<file path="src/rtl/codec_boot_seq.sv">
module codec_boot_seq #(
  parameter int RST_HOLD = 65536,
  parameter int PWR_GAP  = 12288,
  parameter int WARM_CYC = 50000,
  parameter int NPAIR    = 17
) (
  input  logic        clk,
  input  logic        rst_n,
  input  logic        frame_tick,
  input  logic        verify_en,
  input  logic [15:0] rx_slot0,
  input  logic [15:0] rx_slot3,
  input  logic [15:0] rx_slot4,
  output logic [15:0] tx_tag,
  output logic [15:0] tx_cmd_addr,
  output logic [15:0] tx_cmd_data,
  output logic        codec_rst_n,
  output logic        done,
  output logic        mismatch
);
  localparam int MAXC = (RST_HOLD > PWR_GAP) ? ((RST_HOLD > WARM_CYC) ? RST_HOLD : WARM_CYC)
                                             : ((PWR_GAP > WARM_CYC) ? PWR_GAP : WARM_CYC);
  localparam int CW = $clog2(MAXC + 1);
  localparam int IW = $clog2(NPAIR);
  localparam logic [IW-1:0] LAST = IW'(NPAIR - 1);
  localparam logic [15:0] TAG_IDLE = 16'h8000, TAG_WR = 16'hE000, TAG_RD = 16'hC000;
  localparam logic [15:0] PWR_REG = 16'h0026, PWR_OFF = 16'h0300, SLOT16 = 16'hFF80;

  typedef enum logic [3:0] {
    S_RST, S_WRDY, S_SETL, S_WR, S_RREQ, S_RWT, S_PDN, S_GAP, S_PUP, S_WARM, S_DONE
  } st_t;

  st_t st;
  logic [CW-1:0] cnt;
  logic [IW-1:0] idx;
  logic          fcnt;
  logic [15:0]   tag_q, a_q, d_q;
  logic [IW-1:0] nidx;

  function automatic logic [15:0] pair_addr(input logic [IW-1:0] i);
    return 16'(2 + 2 * int'(i));
  endfunction

  function automatic logic [15:0] pair_data(input logic [IW-1:0] i);
    logic [15:0] ix;
    ix = 16'(i);
    return 16'h0808 ^ (ix * 16'h0101);
  endfunction

  assign nidx        = idx + 1'b1;
  assign tx_tag      = tag_q;
  assign tx_cmd_addr = a_q;
  assign tx_cmd_data = d_q;
  assign codec_rst_n = (st != S_RST);
  assign done        = (st == S_DONE);

  always_ff @(posedge clk) begin
    if (!rst_n) begin
      st <= S_RST; cnt <= '0; idx <= '0; fcnt <= 1'b0; mismatch <= 1'b0;
      tag_q <= TAG_IDLE; a_q <= '0; d_q <= SLOT16;
    end else begin
      case (st)
        S_RST:
          if (cnt == CW'(RST_HOLD - 1)) begin st <= S_WRDY; cnt <= '0; end
          else cnt <= cnt + 1'b1;
        S_WRDY:
          if (frame_tick && rx_slot0[15]) begin st <= S_SETL; fcnt <= 1'b0; end
        S_SETL:
          if (frame_tick) begin
            if (fcnt) begin
              st <= S_WR; idx <= '0;
              tag_q <= TAG_WR; a_q <= pair_addr('0); d_q <= pair_data('0);
            end else fcnt <= 1'b1;
          end
        S_WR:
          if (frame_tick) begin
            if (idx == LAST) begin
              idx <= '0;
              if (verify_en) begin
                st <= S_RREQ; tag_q <= TAG_RD; a_q <= pair_addr('0) | 16'h8000; d_q <= '0;
              end else begin
                st <= S_PDN; tag_q <= TAG_WR; a_q <= PWR_REG; d_q <= PWR_OFF;
              end
            end else begin
              idx <= nidx; a_q <= pair_addr(nidx); d_q <= pair_data(nidx);
            end
          end
        S_RREQ:
          if (frame_tick) begin
            st <= S_RWT; fcnt <= 1'b0; tag_q <= TAG_IDLE; a_q <= '0; d_q <= '0;
          end
        S_RWT:
          if (frame_tick) begin
            if (fcnt) begin
              if (rx_slot3[14:0] != pair_addr(idx)[14:0] || rx_slot4 != pair_data(idx))
                mismatch <= 1'b1;
              if (idx == LAST) begin
                st <= S_PDN; tag_q <= TAG_WR; a_q <= PWR_REG; d_q <= PWR_OFF;
              end else begin
                st <= S_RREQ; idx <= nidx;
                tag_q <= TAG_RD; a_q <= pair_addr(nidx) | 16'h8000; d_q <= '0;
              end
            end else fcnt <= 1'b1;
          end
        S_PDN:
          if (frame_tick) begin
            st <= S_GAP; cnt <= '0; tag_q <= TAG_IDLE; a_q <= '0; d_q <= '0;
          end
        S_GAP:
          if (cnt == CW'(PWR_GAP - 1)) begin
            st <= S_PUP; tag_q <= TAG_WR; a_q <= PWR_REG; d_q <= '0;
          end else cnt <= cnt + 1'b1;
        S_PUP:
          if (frame_tick) begin
            st <= S_WARM; cnt <= '0; tag_q <= TAG_IDLE; a_q <= '0; d_q <= '0;
          end
        S_WARM:
          if (cnt == CW'(WARM_CYC - 1)) st <= S_DONE;
          else cnt <= cnt + 1'b1;
        default: ;
      endcase
    end
  end


  quiet_in_reset_chk: assert property (@(posedge clk) disable iff (!rst_n)
    !codec_rst_n |-> (tx_tag == TAG_IDLE && tx_cmd_data == SLOT16));

  pin_stays_high_chk: assert property (@(posedge clk) disable iff (!rst_n)
    codec_rst_n |=> codec_rst_n);

  read_word_chk: assert property (@(posedge clk) disable iff (!rst_n)
    (tx_tag == TAG_RD) |-> (tx_cmd_addr[15] && tx_cmd_data == 16'h0000));

  mismatch_sticky_chk: assert property (@(posedge clk) disable iff (!rst_n)
    mismatch |=> mismatch);

  tag_legal_chk: assert property (@(posedge clk) disable iff (!rst_n)
    (tx_tag == TAG_IDLE || tx_tag == TAG_WR || tx_tag == TAG_RD));

  done_hold_chk: assert property (@(posedge clk) disable iff (!rst_n)
    done |=> (done && tx_tag == TAG_IDLE));
endmodule

</file>
<file path="config.mk">
export PLATFORM = sky130hd
export DESIGN_NAME = codec_boot_seq
export DESIGN_NICKNAME = d
export VERILOG_FILES = /design/src/rtl/codec_boot_seq.sv
export SDC_FILE = /design/constraint.sdc
export NUM_CORES = 1
export LEC_CHECK = 0
export ABC_AREA = 0
export BUFFER_PORTS_ARGS = -buffer_cell sky130_fd_sc_hd__buf_2
export CAP_MARGIN = 0
export CORE_ASPECT_RATIO = 2
export CORE_MARGIN = 10
export CORE_UTILIZATION = 40
export DETAILED_ROUTE_END_ITERATION = 8
export HOLD_SLACK_MARGIN = 0.02
export PLACE_DENSITY = 0.68
export RECOVER_POWER = 100
export SYNTH_ARGS = -nofsm -noshare
export SYNTH_HDL_FRONTEND = slang
export SYNTH_SLANG_ARGS = --single-unit
export TNS_END_PERCENT = 10
</file>
<file path="constraint.sdc">
create_clock -name clk -period 3.85 [get_ports clk]
set_clock_uncertainty 0.05 [all_clocks]
set_input_delay 0.1925 -clock clk [delete_from_list [all_inputs] [get_ports clk]]
set_output_delay 0.1925 -clock clk [all_outputs]
set_load 0.03 [all_outputs]
</file>
# Word-level counts from Yosys, hierarchy flattened
# Cells that the tools add are included.
word_totals:
  reg_bits: 76
  input_bits: 52
  output_inout_bits: 51
op_classes:
  add_sub_neg: 4
  n_mul: 2
  n_eq_ne: 35
  muxes: 65
  bitwise: 2
  n_reduce_logical: 19
ops:
  columns: ["op", "n"]
  rows:
  - ["16-bit two-way mux", 25]
  - ["16-bit one-hot mux with 5 select lines", 3]
  - ["17-bit two-way mux", 4]
  - ["17-bit one-hot mux with 4 select lines", 1]
  - ["4-bit two-way mux", 13]
  - ["4-bit one-hot mux with 10 select lines", 1]
  - ["5-bit two-way mux", 7]
  - ["17-bit by 16-bit == test with 1-bit output, second input constant", 2]
  - ["2-bit inequality test, second input constant", 16]
  - ["5-bit by 9-bit multiplier with 14-bit output, second input constant", 2]
  - ["14-bit two-way mux", 2]
  - ["10-bit two-way mux", 2]
  - ["17-bit by 1-bit adder with 17-bit output, second input constant", 1]
  - ["17-bit by 14-bit == test with 1-bit output, second input constant", 1]
  - ["4-bit by 3-bit == test with 1-bit output, second input constant", 4]
  - ["16-bit by 14-bit inequality test with 1-bit output", 1]
  - ["15-bit by 7-bit inequality test with 1-bit output", 1]
  - ["5-bit one-hot mux with 3 select lines", 1]
  - ["2-bit by 6-bit adder with 7-bit output, first input constant", 2]
  - ["14-bit AND reduction", 1]
  - ["4-bit == test, second input constant", 3]
  - ["4-bit AND reduction", 3]
  - ["10-bit nonzero test", 1]
  - ["9-bit AND reduction", 1]
  - ["other kinds (19)", 29]

# Depth between registers and ports, before layout
# Gate-level depths: netlist (run 1).
depth:
  ltp_word: 6
  depth_mapped: 12
  ltp_nobuf: 12

# Worst setup path before layout (run 1)
# No wires, ideal clock.
synth_timing:
  path_kind: "reg2reg"
  startpoint: "reg cnt[0]"
  endpoint: "reg st[2]"
  arrival_ns: 2.534
  required_ns: 3.683
  slack_ns: 1.149
  path_stages_with_launch: 13
  cell_sequence: "dfxtp_1 > ha_1 > nand3_1 > nor4_4 > nand3_1 > or2_2 > inv_1 > ha_1 > inv_1 > o2111ai_1 > nand3_1 > or2_2 > a32o_1"
synth_via:
  elab_chain_cells: 3
  word_cells_on_any_way: 7
synth_lines:
  columns: ["element", "line", "source"]
  rows:
  - ["start: declaration", "34", "logic [CW-1:0] cnt;"]
  - ["start signal: assignment", "65", "else cnt <= cnt + 1'b1;"]
  - ["start signal: assignment", "112", "end else cnt <= cnt + 1'b1;"]
  - ["start signal: assignment", "119", "else cnt <= cnt + 1'b1;"]
  - ["17-bit by 16-bit == test with 1-bit output, or another cell as far along", "118", "if (cnt == CW'(WARM_CYC - 1)) st <= S_DONE;"]
  - ["2-bit inequality test (no line)", null, null]
  - ["14-bit AND reduction (no line) (*)", null, null]
  - ["end signal: assignment", "111", "st <= S_PUP; tag_q <= TAG_WR; a_q <= PWR_REG; d_q <= '0;"]
  - ["end signal: assignment", "115", "st <= S_WARM; cnt <= '0; tag_q <= TAG_IDLE; a_q <= '0; d_q <= '0;"]
  - ["end signal: assignment", "118", null]
  - ["end: declaration", "33", "st_t st;"]
# Every way passes the cells marked *; elsewhere a longest branch is shown, timed or not.
# A chain may end at the register's enable or synchronous reset.

# Worst setup path after layout (run 1)
layout_timing:
  startpoint: "reg cnt[0]"
  endpoint: "reg cnt[0]"
layout_via:
  elab_chain_cells: 3
  word_cells_on_any_way: 11
layout_lines:
  columns: ["element", "line"]
  rows:
  - ["17-bit by 1-bit adder with 17-bit output, or another cell as far along", "65, 112, 119"]
  - ["17-bit two-way mux, or another cell as far along", "118"]
  - ["17-bit one-hot mux with 4 select lines or 4-bit AND reduction (tied branches)", null]
# Several ways; a longest one is shown, not always the timed one. The select of a mux whose other input is x is not followed.

==> results, run 1 <==
- The die covers 12,600 sq um.
- The global route total overflow is 0.
- The type of the worst setup path is register to register.
- The number of buffer and inverter instances along the worst setup path is 2.
- The post-synth design cell area is 3340 sq um.
- The predominant post-synthesis flop cell is sky130_fd_sc_hd__dfxtp_1.
- A synthesized cell averages 7.51 sq um.
- The run finished with clean final reports.
- In the routed layout, each cell is associated on average with a via count of 5.52.
- Measured along the x axis, the die boundary spans 84.6 um.
- For this run, the total global-route usage over all layers was measured as 0.140.
- In this run the core area contains 47 standard-cell rows.
- The signal on the critical path passes through ha_1 -> nand3_1 -> nor4_4 -> nand3_1 -> or2_2 -> inv_1 -> ha_1 -> o21ai_0 -> nand3_1 -> clkbuf_1 -> mux2i_1 -> and2_1.
- The buffer levels on the longest clock path is 2.
- The area growth from synthesis to layout is 9.32%.
- The floorplan step defined a core boundary enclosing 8230 sq um.
- The share of the clock period used by the worst path is 0.835.
- The detail route stage leaves a number of antenna-violating nets equal to 0.
- The worst-path maximum fanout is 14.
- The analysis attributes to cell leakage a power of 1.34 nW.
- In this run the tightest slew margin relative to its limit is 0.332.
- For this block, the via count after detailed routing is 3,208.
- The HPWL after detailed placement is 7040 um.
- Among the stages of the critical path, the cell type that occurs most often is sky130_fd_sc_hd__nand3_1.
- The worst slack after detailed placement is 0.805 ns.
- The timing-limited maximum frequency is 311 MHz.
- The first detailed-routing pass ran for 4 iterations.
- Clock tree synthesis found a total of 48 sinks.
- The number of global-route vias before repair was 3,106.
- In the routed design, unresolved DRC markers number 0.
- The number of max-slew violations in the final report came to 0.
- After synthesis, the cell types taking the most area are sky130_fd_sc_hd__dfxtp_1 29%, sky130_fd_sc_hd__nand2_1 6.5%, sky130_fd_sc_hd__buf_4 6.3%, sky130_fd_sc_hd__nand3_1 4.9%, sky130_fd_sc_hd__a21oi_1 4.0%.
- After layout, the minimum clock period comes to 3.22 ns.
- Setup repair after global routing left no endpoint under its margin.
- In this run the power density over the cells is 310 nW/um^2.
- The post-synthesis cell type count is 60.
- The commonest cells after synthesis are 58 x sky130_fd_sc_hd__nand2_1, 48 x sky130_fd_sc_hd__dfxtp_1, 33 x sky130_fd_sc_hd__nand3_1.
- CTS built an H-tree with a depth of 2.
- The count of buffers added on input and output ports is 61.
- The total power is 1.13 mW.
- The number of fillers in the final layout is 876.
- The final hold violation count is 0.
- The arrival time of data at the critical path endpoint is 3.36 ns.
- The number of setup buffers added after CTS is 0.
- The Yosys step of the flow raised 0 warnings.
- The wire length of the first global-routing pass is 14,900 um.
- The overall routed net length is 9140 um.
- The clock transition at the registers of the reported paths is 0.07 ns.
- From bottom edge to top edge, the die measures 149 um.
- The largest net degree at the start of global routing is 66.
- The leading area contributor after synthesis is sky130_fd_sc_hd__dfxtp_1.
- The transition at the pin with the smallest max-transition slack is 1.00 ns.
- In this run the worst hold path is classified as input port to register.
- After detailed routing, the average wire length per cell comes to 15.7 um.
- 0 antenna diodes ended up in the layout.
- The starting utilization of the core area is 0.406.
- The most frequent cell after synthesis is sky130_fd_sc_hd__nand2_1.
- The DRC violation total after the first TritonRoute iteration is 233.
- The final critical-path setup slack is 0.635 ns.
- The endpoint type of the worst setup path is a register.
- The count of endpoints failing setup in the final report is 0.
- The async set-reset flop share out of synthesis is 0.
- For this run, the register share of the synthesized area comes to 0.287.
- The worst IR drop on VDD is 316 uV.
- For the worst setup path, the data required time is 3.99 ns.
- Clock tree synthesis inserted a total of 5 buffers.
- The number of antenna violations at the first check in global routing was 0.
- The worst setup path is launched from a register.
- The number of maximum-capacitance violations is 0.
- The setup total negative slack is 0 ns.
- Of the cells placed in the final design, the portion with a size suffix greater than 1 is 0.122.
- The hold buffer count at CTS is 0.
- The family with the most delay on the worst path is simple AND/OR/NAND/NOR gates.
- TritonCTS built the clock tree.
- On the worst path, the slowest cell contributes a delay of 0.53 ns.
- The area share of the largest cell type after synthesis is 0.287.
- The synthesis-stage register bit count is 48.
- The number of top-level pins is 103.
- The total number of nets in the final design is 540.
- The clock network latency to the later pin of the worst-skew pair is 0.29 ns.
- Once the clock tree was built, the resizer swapped 0 gates to a different size.
- The cell count after synthesis came out at 445.
- The root buffer cell chosen for the clock tree is sky130_fd_sc_hd__clkbuf_16.
- In this run, synthesis inferred 0 flip-flops with an integrated enable.
- The congestion estimate from routability-driven global placement came to 0.926.
- The slowest stage of the critical path is the sky130_fd_sc_hd__clkbuf_1 cell.
[layout by cell type (no fill, tap or decap), types with 7 or more instances in the layout]
cell type,synthesis,routed
sky130_fd_sc_hd__clkbuf_1,16,28
sky130_fd_sc_hd__nand2_1,58,58
sky130_fd_sc_hd__nand3_1,33,33
sky130_fd_sc_hd__nand3b_1,7,7
sky130_fd_sc_hd__o21ai_0,21,23
sky130_fd_sc_hd__or3_1,8,8
sky130_fd_sc_hd__xor2_1,9,9
sky130_fd_sc_hd__nand2b_1,7,8
sky130_fd_sc_hd__conb_1,2,25
sky130_fd_sc_hd__nor4_1,12,12
sky130_fd_sc_hd__a21boi_0,15,17
sky130_fd_sc_hd__buf_2,9,35
sky130_fd_sc_hd__a21oi_1,27,28
sky130_fd_sc_hd__inv_1,11,11
sky130_fd_sc_hd__nor2_1,19,19
sky130_fd_sc_hd__dfxtp_1,48,48
sky130_fd_sc_hd__o22ai_1,15,15
[worst register-to-register path, stage by stage (launching register included)]
cell                       delay [ns]
sky130_fd_sc_hd__dfxtp_1         0.40
sky130_fd_sc_hd__ha_1            0.22
sky130_fd_sc_hd__nand3_1         0.26
sky130_fd_sc_hd__nor4_4          0.36
sky130_fd_sc_hd__nand3_1         0.16
sky130_fd_sc_hd__or2_2           0.34
sky130_fd_sc_hd__inv_1           0.06
sky130_fd_sc_hd__ha_1            0.16
sky130_fd_sc_hd__o21ai_0         0.13
sky130_fd_sc_hd__nand3_1         0.14
sky130_fd_sc_hd__clkbuf_1        0.53
sky130_fd_sc_hd__mux2i_1         0.13
sky130_fd_sc_hd__and2_1          0.18
[final timing paths]
kind	start	end	slack [ns]	cells past startpoint
worst min-delay path	rx_slot3[4]	mismatch	0.16	3
worst max-delay path	cnt[0]	cnt[0]	0.63	12
worst max register to register	cnt[0]	cnt[0]	0.63	12
worst min register to register	tx_cmd_addr[4]	tx_cmd_addr[4]	0.42	2
[final cells by class]
class / count / area (sq um) / share of cell area
multi-input combinational: 352 / 2070 / 0.568
sequential: 48 / 961 / 0.263
clock buffer: 5 / 125 / 0.0342
tap: 98 / 123 / 0.0336
timing repair buffer: 63 / 280 / 0.0767
clock inverter: 3 / 46.3 / 0.0127
inverter: 12 / 45.0 / 0.0123
[stage by stage]
step	utilization	instances	instance area, sq um	hold slack [ns]
2_1_floorplan	-	468	3430	0.328
3_3_place_gp	0.430	573	3540	0.388
3_5_place_dp	0.430	573	3540	0.399
4_1_cts	0.451	581	3710	0.158
5_1_grt	0.444	581	3650	0.171
6_report	0.444	581	3650	0.155
[where the power goes]
group          switching, mW  leakage, nW  internal, mW
logic                 0.0782        0.871        0.0344
clock network          0.198       0.0804         0.309
registers            0.00958        0.387         0.503
total                  0.286         1.34         0.846
[registers in the layout, indices dropped and copies added, names as in the netlist]
name,flops
fcnt,1
tx_cmd_addr,7
mismatch,1
tx_cmd_data,11
idx,5
st,4
tx_tag,2
cnt,17
[layer usage]
| metal | global-route usage | routed length, um | vias to the layer above |
|---|---|---|---|
| li1 | - | - | 1616 |
| met1 | 0.132 | 3300 | 1497 |
| met2 | 0.281 | 5160 | 86 |
| met3 | 0.0361 | 545 | 9 |
| met4 | 0.0389 | 131 | 0 |
| met5 | 0 | 0 | - |
[logic make-up after synthesis]
logic type | after synthesis | synth area share
xor gates and xnor gates | 12 | 0.0314
buffers and inverters | 68 | 0.113
adders and majority gates | 6 | 0.0225
AOI/OAI and AO/OA | 109 | 0.209
muxes | 5 | 0.0150
and+or+nand+nor | 195 | 0.319
other | 2 | 0.00225
DFF | 48 | 0.287
No activity file was read; power rests on OpenSTA's default activity.
==> run 2: changes to the inputs <==
--- a/config.mk
+++ b/config.mk
@@ -13,7 +13,7 @@
 export CORE_UTILIZATION = 40
 export DETAILED_ROUTE_END_ITERATION = 8
 export HOLD_SLACK_MARGIN = 0.02
-export PLACE_DENSITY = 0.68
+export PLACE_DENSITY = 0.7
 export RECOVER_POWER = 100
 export SYNTH_ARGS = -nofsm -noshare
 export SYNTH_HDL_FRONTEND = slang
==> constraint.sdc (replaced) <==
create_clock -name clk -period 2.8 [get_ports clk]
set_clock_uncertainty 0.05 [all_clocks]
set_input_delay 0.14 -clock clk [delete_from_list [all_inputs] [get_ports clk]]
set_output_delay 0.14 -clock clk [all_outputs]
set_load 0.03 [all_outputs]
==> results, run 2 (synthesized netlist as in run 1, its figures left out) <==
- Outcome: finished, final reports clean (unchanged).
- The number of max-slew violations in the final report is 0 (unchanged).
- Setup repair after global routing missed its margin: false (unchanged).
- The worst-path maximum fanout came to 5 (was 14).
- The hold buffer count at CTS is 0 (unchanged).
- The static leakage was 1.43 nW (was 1.34 nW).
- The placer congestion estimate is 0.888 (was 0.926).
- The type of the worst setup path is register to register (unchanged).
- The timing-limited maximum frequency is 382 MHz (was 311 MHz).
- The area growth from synthesis to layout is 13.9% (was 9.32%).
- The level count of the clock H-tree is 2 (unchanged).
- The post-route minimum period is 2.62 ns (was 3.22 ns).
- The overall routed net length is 9660 um (was 9140 um).
- The total number of vias is 3,396 (was 3,208).
- The DRC violation total after the first TritonRoute iteration is 316 (was 233).
- The floorplan die area is 12,600 sq um (unchanged).
- The row count was 47 (unchanged).
- The commonest non-fill, non-tap cell in the layout is sky130_fd_sc_hd__nand2_1 (unchanged).
- The count of inserted antenna diode cells was 0 (unchanged).
- The average wire length per cell after detail routing was 16.3 um (was 15.7 um).
- The starting utilization of the core area is 0.406 (unchanged).
- The arrival time of data at the critical path endpoint is 2.78 ns (was 3.36 ns).
- The worst slew margin relative to its limit was 0.508 (was 0.332).
- The number of fillers in the final layout is 855 (was 876).
- The register with the most flip-flops is cnt (unchanged).
- The final hold violation count is 0 (unchanged).
- The remaining antenna violation count after routing is 0 (unchanged).
- The total number of nets in the final design was 553 (was 540).
- The height of the die is 149 um (unchanged).
- The number of buffer cells added on primary ports came to 61 (unchanged).
- The transition at the pin with the smallest max-transition slack was 0.737 ns (was 1.00 ns).
- The fraction of layout instances using a drive strength above 1 is 0.161 (was 0.122).
- The root cell of the clock tree is sky130_fd_sc_hd__clkbuf_16 (unchanged).
- The number of clock sinks is 48 (unchanged).
- The buffer levels on the longest clock path is 2 (unchanged).
- The setup total negative slack is 0 ns (unchanged).
- The area of the multi-input gates is 2100 sq um (was 2070 sq um).
- The global route total overflow is 0 (unchanged).
- The number of global-route vias before repair was 3,351 (was 3,106).
- The clock network latency to the later pin of the worst-skew pair is 0.30 ns (was 0.29 ns).
- Commonest non-fill, non-tap cells in the layout: 58 x sky130_fd_sc_hd__nand2_1, 47 x sky130_fd_sc_hd__dfxtp_1, 35 x sky130_fd_sc_hd__buf_2 (was 58 x sky130_fd_sc_hd__nand2_1, 48 x sky130_fd_sc_hd__dfxtp_1, 35 x sky130_fd_sc_hd__buf_2).
- The core outline area was 8230 sq um (unchanged).
- The first-pass iteration count of the detailed router is 4 (unchanged).
- The total global-route track usage was 0.147 (was 0.140).
- The worst endpoint required time came to 2.96 ns (was 3.99 ns).
- The flip-flop count of the largest register after layout is 17 (unchanged).
- The HPWL after detailed placement was 7410 um (was 7040 um).
- The number of top-level pins is 103 (unchanged).
- The number of antenna violations at the first check in global routing is 0 (unchanged).
- The end-of-flow core utilization is 0.462 (was 0.444).
- The worst IR drop on VDD is 447 uV (was 316 uV).
- The critical path launch point type is a register (unchanged).
- The power per unit of standard cell area was 438 nW/um^2 (was 310 nW/um^2).
- The clock transition at the registers of the reported paths came to 0.07 ns (about the same).
- The wire length of the first global-routing pass is 15,700 um (was 14,900 um).
- The sequential cell area is 962 sq um (was 961 sq um).
- The worst min-delay path class is input port to register (unchanged).
- The largest net degree at the start of global routing is 45 (was 66).
- The number of maximum-capacitance violations was 0 (unchanged).
- The routed via count divided by cell count is 5.72 (was 5.52).
- The TritonCTS clock tree is yes (unchanged).
- The count of endpoints failing setup in the final report is 0 (unchanged).
- The total CTS buffers was 5 (unchanged).
- The endpoint type of the worst setup path is a register (unchanged).
- The DRC violation count after routing is 0 (unchanged).
- The die width is 84.6 um (unchanged).
- The share of the clock period used by the worst path is 0.935 (was 0.835).
==> run 2: timing repair <==
item,in CTS,in global routing
gates resized for setup,0,5
endpoints found under the setup margin,0,2
buffers inserted,0,0
==> run 2: power breakdown <==
| group | switching, mW | leakage, nW | internal (mW) |
|---|---|---|---|
| clock network | 0.283 | 0.0944 | 0.515 |
| registers | 0.0113 | 0.388 | 0.692 |
| logic | 0.114 | 0.949 | 0.0522 |
| total | 0.408 | 1.43 | 1.26 |
==> run 2: metal layers <==
layer / share of wire / global-route usage / up-vias
met1: 0.34 / 0.129 / 1598
met3: 0.073 / 0.0410 / 27
li1: - / - / 1645
met4: 0.034 / 0.0737 / 0
met2: 0.56 / 0.289 / 126
met5: 0 / 0 / -
==> run 2: area by class of cell <==
type | count | area share
Sequential cell | 48 | 0.253
Clock inverter | 3 | 0.0181
Tap cell | 98 | 0.0322
Multi-Input combinational cell | 352 | 0.553
Clock buffer | 5 | 0.0329
Timing Repair Buffer | 76 | 0.0996
Inverter | 12 | 0.0118
==> run 2: path summary, 6_finish.rpt <==
| kind | start | endpoint | depth (start not counted) | slack (ns) |
|---|---|---|---|---|
| min | rx_slot3[4] | mismatch | 3 | 0.12 |
| max | cnt[1] | st[1] | 12 | 0.18 |
| min reg2reg | tx_cmd_data[0] | tx_cmd_data[0] | 2 | 0.41 |
| max reg2reg | cnt[1] | st[1] | 12 | 0.18 |
==> run 2: worst max-delay path: stages (launching register included) <==
cell and delay, ns:
sky130_fd_sc_hd__dfxtp_2 0.37, sky130_fd_sc_hd__ha_2 0.21, sky130_fd_sc_hd__nand3_2 0.12, sky130_fd_sc_hd__nor4_4 0.17, sky130_fd_sc_hd__nand3_1 0.14, sky130_fd_sc_hd__or2_2 0.34, sky130_fd_sc_hd__inv_1 0.07, sky130_fd_sc_hd__ha_1 0.15
sky130_fd_sc_hd__inv_1 0.05, sky130_fd_sc_hd__o2111ai_2 0.17, sky130_fd_sc_hd__nand3_2 0.14, sky130_fd_sc_hd__or2_2 0.33, sky130_fd_sc_hd__o31ai_1 0.23
==> run 2: through the flow <==
stage | area (sq um) | setup WS, ns | instances | power, mW | hold slack [ns]
3_3_place_gp | 3640 | 0.163 | 586 | 0.876 | 0.388
6_report | 3810 | 0.181 | 594 | 1.67 | 0.116
3_5_place_dp | 3640 | 0.0484 | 586 | 0.881 | 0.401
5_1_grt | 3810 | 0.0109 | 594 | 1.73 | 0.179
4_1_cts | 3830 | 0.0240 | 594 | 1.68 | 0.128
2_1_floorplan | 3430 | 0.0990 | 468 | 0.858 | 0.276
==> run 3: changes to the inputs <==
--- a/config.mk
+++ b/config.mk
@@ -14,7 +14,6 @@
 export DETAILED_ROUTE_END_ITERATION = 8
 export HOLD_SLACK_MARGIN = 0.02
 export PLACE_DENSITY = 0.7
-export RECOVER_POWER = 100
 export SYNTH_ARGS = -nofsm -noshare
 export SYNTH_HDL_FRONTEND = slang
 export SYNTH_SLANG_ARGS = --single-unit
==> results, run 3 (synthesized netlist as in run 1, its figures left out) <==
- The total number of vias is 3,403 (was 3,396).
- The worst slew margin relative to its limit came to 0.513 (was 0.508).
- The flip-flop count of the largest register after layout came to 17 (unchanged).
- The clock network latency to the later pin of the worst-skew pair is 0.30 ns (about the same).
- The terminating pin of the worst hold path is mismatch (unchanged).
- The worst endpoint required time came to 2.96 ns (about the same).
- The number of max-slew violations in the final report was 0 (unchanged).
- The level count of the clock H-tree is 2 (unchanged).
- The share of the clock period used by the worst path is 0.939 (was 0.935).
- Outcome: finished, final reports clean (unchanged).
- The number of global-route vias before repair was 3,351 (unchanged).
- The power per unit of standard cell area is 433 nW/um^2 (was 438 nW/um^2).
- The number of antenna violations at the first check in global routing is 0 (unchanged).
- The timing-limited maximum frequency is 380 MHz (was 382 MHz).
- The startpoint of the most critical hold path is rx_slot3[4] (unchanged).
- The routed via count divided by cell count is 5.73 (was 5.72).
- The worst-path maximum fanout was 5 (unchanged).
- The cell count of the worst reg-to-reg path is 12 (unchanged).
- The end-of-flow core utilization is 0.468 (was 0.462).
- The wire length of the first global-routing pass is 15,700 um (unchanged).
- The critical path launch point type is a register (unchanged).
- The largest net degree at the start of global routing is 45 (unchanged).
- The die width is 84.6 um (unchanged).
- The total number of nets in the final design was 553 (unchanged).
- The overall routed net length is 9700 um (was 9660 um).
- The number of top-level pins is 103 (unchanged).
- The starting utilization of the core area is 0.406 (unchanged).
- The number of cells traversed by the worst hold path is 3 (unchanged).
- The endpoint type of the worst setup path is a register (unchanged).
- The worst reg2reg path startpoint was cnt[1] (unchanged).
- The type of the worst setup path is register to register (unchanged).
- The number of maximum-capacitance violations is 0 (unchanged).
- The hold buffer count at CTS was 0 (unchanged).
- The worst hold margin is 0.117 ns (was 0.116 ns).
- The first-pass iteration count of the detailed router is 4 (unchanged).
- The worst min-delay path class was input port to register (unchanged).
- The worst IR drop on VDD is 447 uV (about the same).
- The core outline area came to 8230 sq um (unchanged).
- The HPWL after detailed placement came to 7410 um (unchanged).
- The number of buffer cells added on primary ports is 61 (unchanged).
- The number of fillers in the final layout was 836 (was 855).
- The total CTS buffers is 5 (unchanged).
- The DRC violation count after routing is 0 (unchanged).
- The slack of the worst reg-to-reg path was 0.17 ns (was 0.18 ns).
- The setup total negative slack is 0 ns (unchanged).
- The root cell of the clock tree is sky130_fd_sc_hd__clkbuf_16 (unchanged).
- The global route total overflow was 0 (unchanged).
- The clock transition at the registers of the reported paths came to 0.07 ns (about the same).
- The average wire length per cell after detail routing is 16.3 um (about the same).
- The DRC violation total after the first TritonRoute iteration was 334 (was 316).
- The final standard cell area without fillers is 3850 sq um (was 3810 sq um).
- Setup repair after global routing missed its margin: false (unchanged).
- The count of endpoints failing setup in the final report is 0 (unchanged).
- The remaining antenna violation count after routing is 0 (unchanged).
- The post-CTS setup-driven buffer insertion count is 0 (unchanged).
- The count of inserted antenna diode cells is 0 (unchanged).
- The placer congestion estimate is 0.888 (unchanged).
- The fraction of layout instances using a drive strength above 1 came to 0.218 (was 0.161).
- Commonest non-fill, non-tap cells in the layout: 61 x sky130_fd_sc_hd__buf_2, 58 x sky130_fd_sc_hd__nand2_1, 47 x sky130_fd_sc_hd__dfxtp_1 (was 58 x sky130_fd_sc_hd__nand2_1, 47 x sky130_fd_sc_hd__dfxtp_1, 35 x sky130_fd_sc_hd__buf_2).
- The total of cells resized after clock tree synthesis is 0 (unchanged).
- The total global-route track usage came to 0.147 (unchanged).
- The row count is 47 (unchanged).
- The area growth from synthesis to layout is 15.2% (was 13.9%).
- The static leakage came to 1.52 nW (was 1.43 nW).
- The commonest non-fill, non-tap cell in the layout was sky130_fd_sc_hd__buf_2 (was sky130_fd_sc_hd__nand2_1).
- The floorplan die area is 12,600 sq um (unchanged).
- The transition at the pin with the smallest max-transition slack is 0.730 ns (was 0.737 ns).
- The number of clock sinks is 48 (unchanged).
- The post-route minimum period is 2.63 ns (was 2.62 ns).
- The endpoint of the worst-slack reg-to-reg timing path is st[1] (unchanged).
- The height of the die is 149 um (unchanged).
- The arrival time of data at the critical path endpoint was 2.79 ns (was 2.78 ns).
- The buffer levels on the longest clock path is 2 (unchanged).
- The area after detailed placement was 3640 sq um (unchanged).
- The register with the most flip-flops is cnt (unchanged).
- The final hold violation count was 0 (unchanged).
- The TritonCTS clock tree was yes (unchanged).
[run 3: cell count changes in the layout (fill, tap and decap cells not counted), sizes merged]
cell	change
buf	+28
clkbuf	-28
[run 3: cell type report]
| cell class | count | area [sq um] | area share |
|---|---|---|---|
| timing repair buffer | 76 | 418 | 0.109 |
| multi-input combinational | 352 | 2110 | 0.548 |
| tap | 98 | 123 | 0.0318 |
| clock buffer | 5 | 125 | 0.0325 |
| sequential | 48 | 962 | 0.250 |
| clock inverter | 3 | 68.8 | 0.0179 |
| inverter | 12 | 45.0 | 0.0117 |
[run 3: worst max path at each step]
stage	startpoint	to	slack [ns]
after CTS	cnt[1]	st[1]	0.02
after floorplan	cnt[0]	st[2]	0.1
final	cnt[1]	st[1]	0.17
after global placement	cnt[1]	st[2]	0.16
after global routing	cnt[1]	st[1]	0.01
after detailed placement	cnt[1]	st[2]	0.05
[run 3: through the flow]
stage	setup WS, ns	power (mW)	cells
floorplan	0.0990	0.858	468
global route	0.0109	1.73	594
detailed placement	0.0484	0.881	586
CTS	0.0240	1.68	594
finish	0.171	1.67	594
global placement	0.163	0.876	586
[run 3: where the power goes]
group / internal [mW] / leakage (nW) / switching, mW
clock network: 0.515 / 0.0944 / 0.282
logic: 0.0537 / 1.04 / 0.114
registers: 0.692 / 0.388 / 0.0112
[run 3: layer usage]
metal,global-route usage,routed length [um],vias to the layer above
met5,0,0,-
met3,0.0410,645,21
met1,0.129,3350,1613
met4,0.0737,266,0
li1,-,-,1647
met2,0.289,5430,122
[run 3: critical path, cell delays in order, from the launching register on]
cell                        delay (ns)
sky130_fd_sc_hd__dfxtp_2          0.37
sky130_fd_sc_hd__ha_2             0.21
sky130_fd_sc_hd__nand3_2          0.12
sky130_fd_sc_hd__nor4_4           0.17
sky130_fd_sc_hd__nand3_1          0.14
sky130_fd_sc_hd__or2_2            0.34
sky130_fd_sc_hd__inv_1            0.07
sky130_fd_sc_hd__ha_1             0.15
sky130_fd_sc_hd__inv_1            0.05
sky130_fd_sc_hd__o2111ai_2        0.17
sky130_fd_sc_hd__nand3_2          0.14
sky130_fd_sc_hd__or2_2            0.33
sky130_fd_sc_hd__o31ai_1          0.23
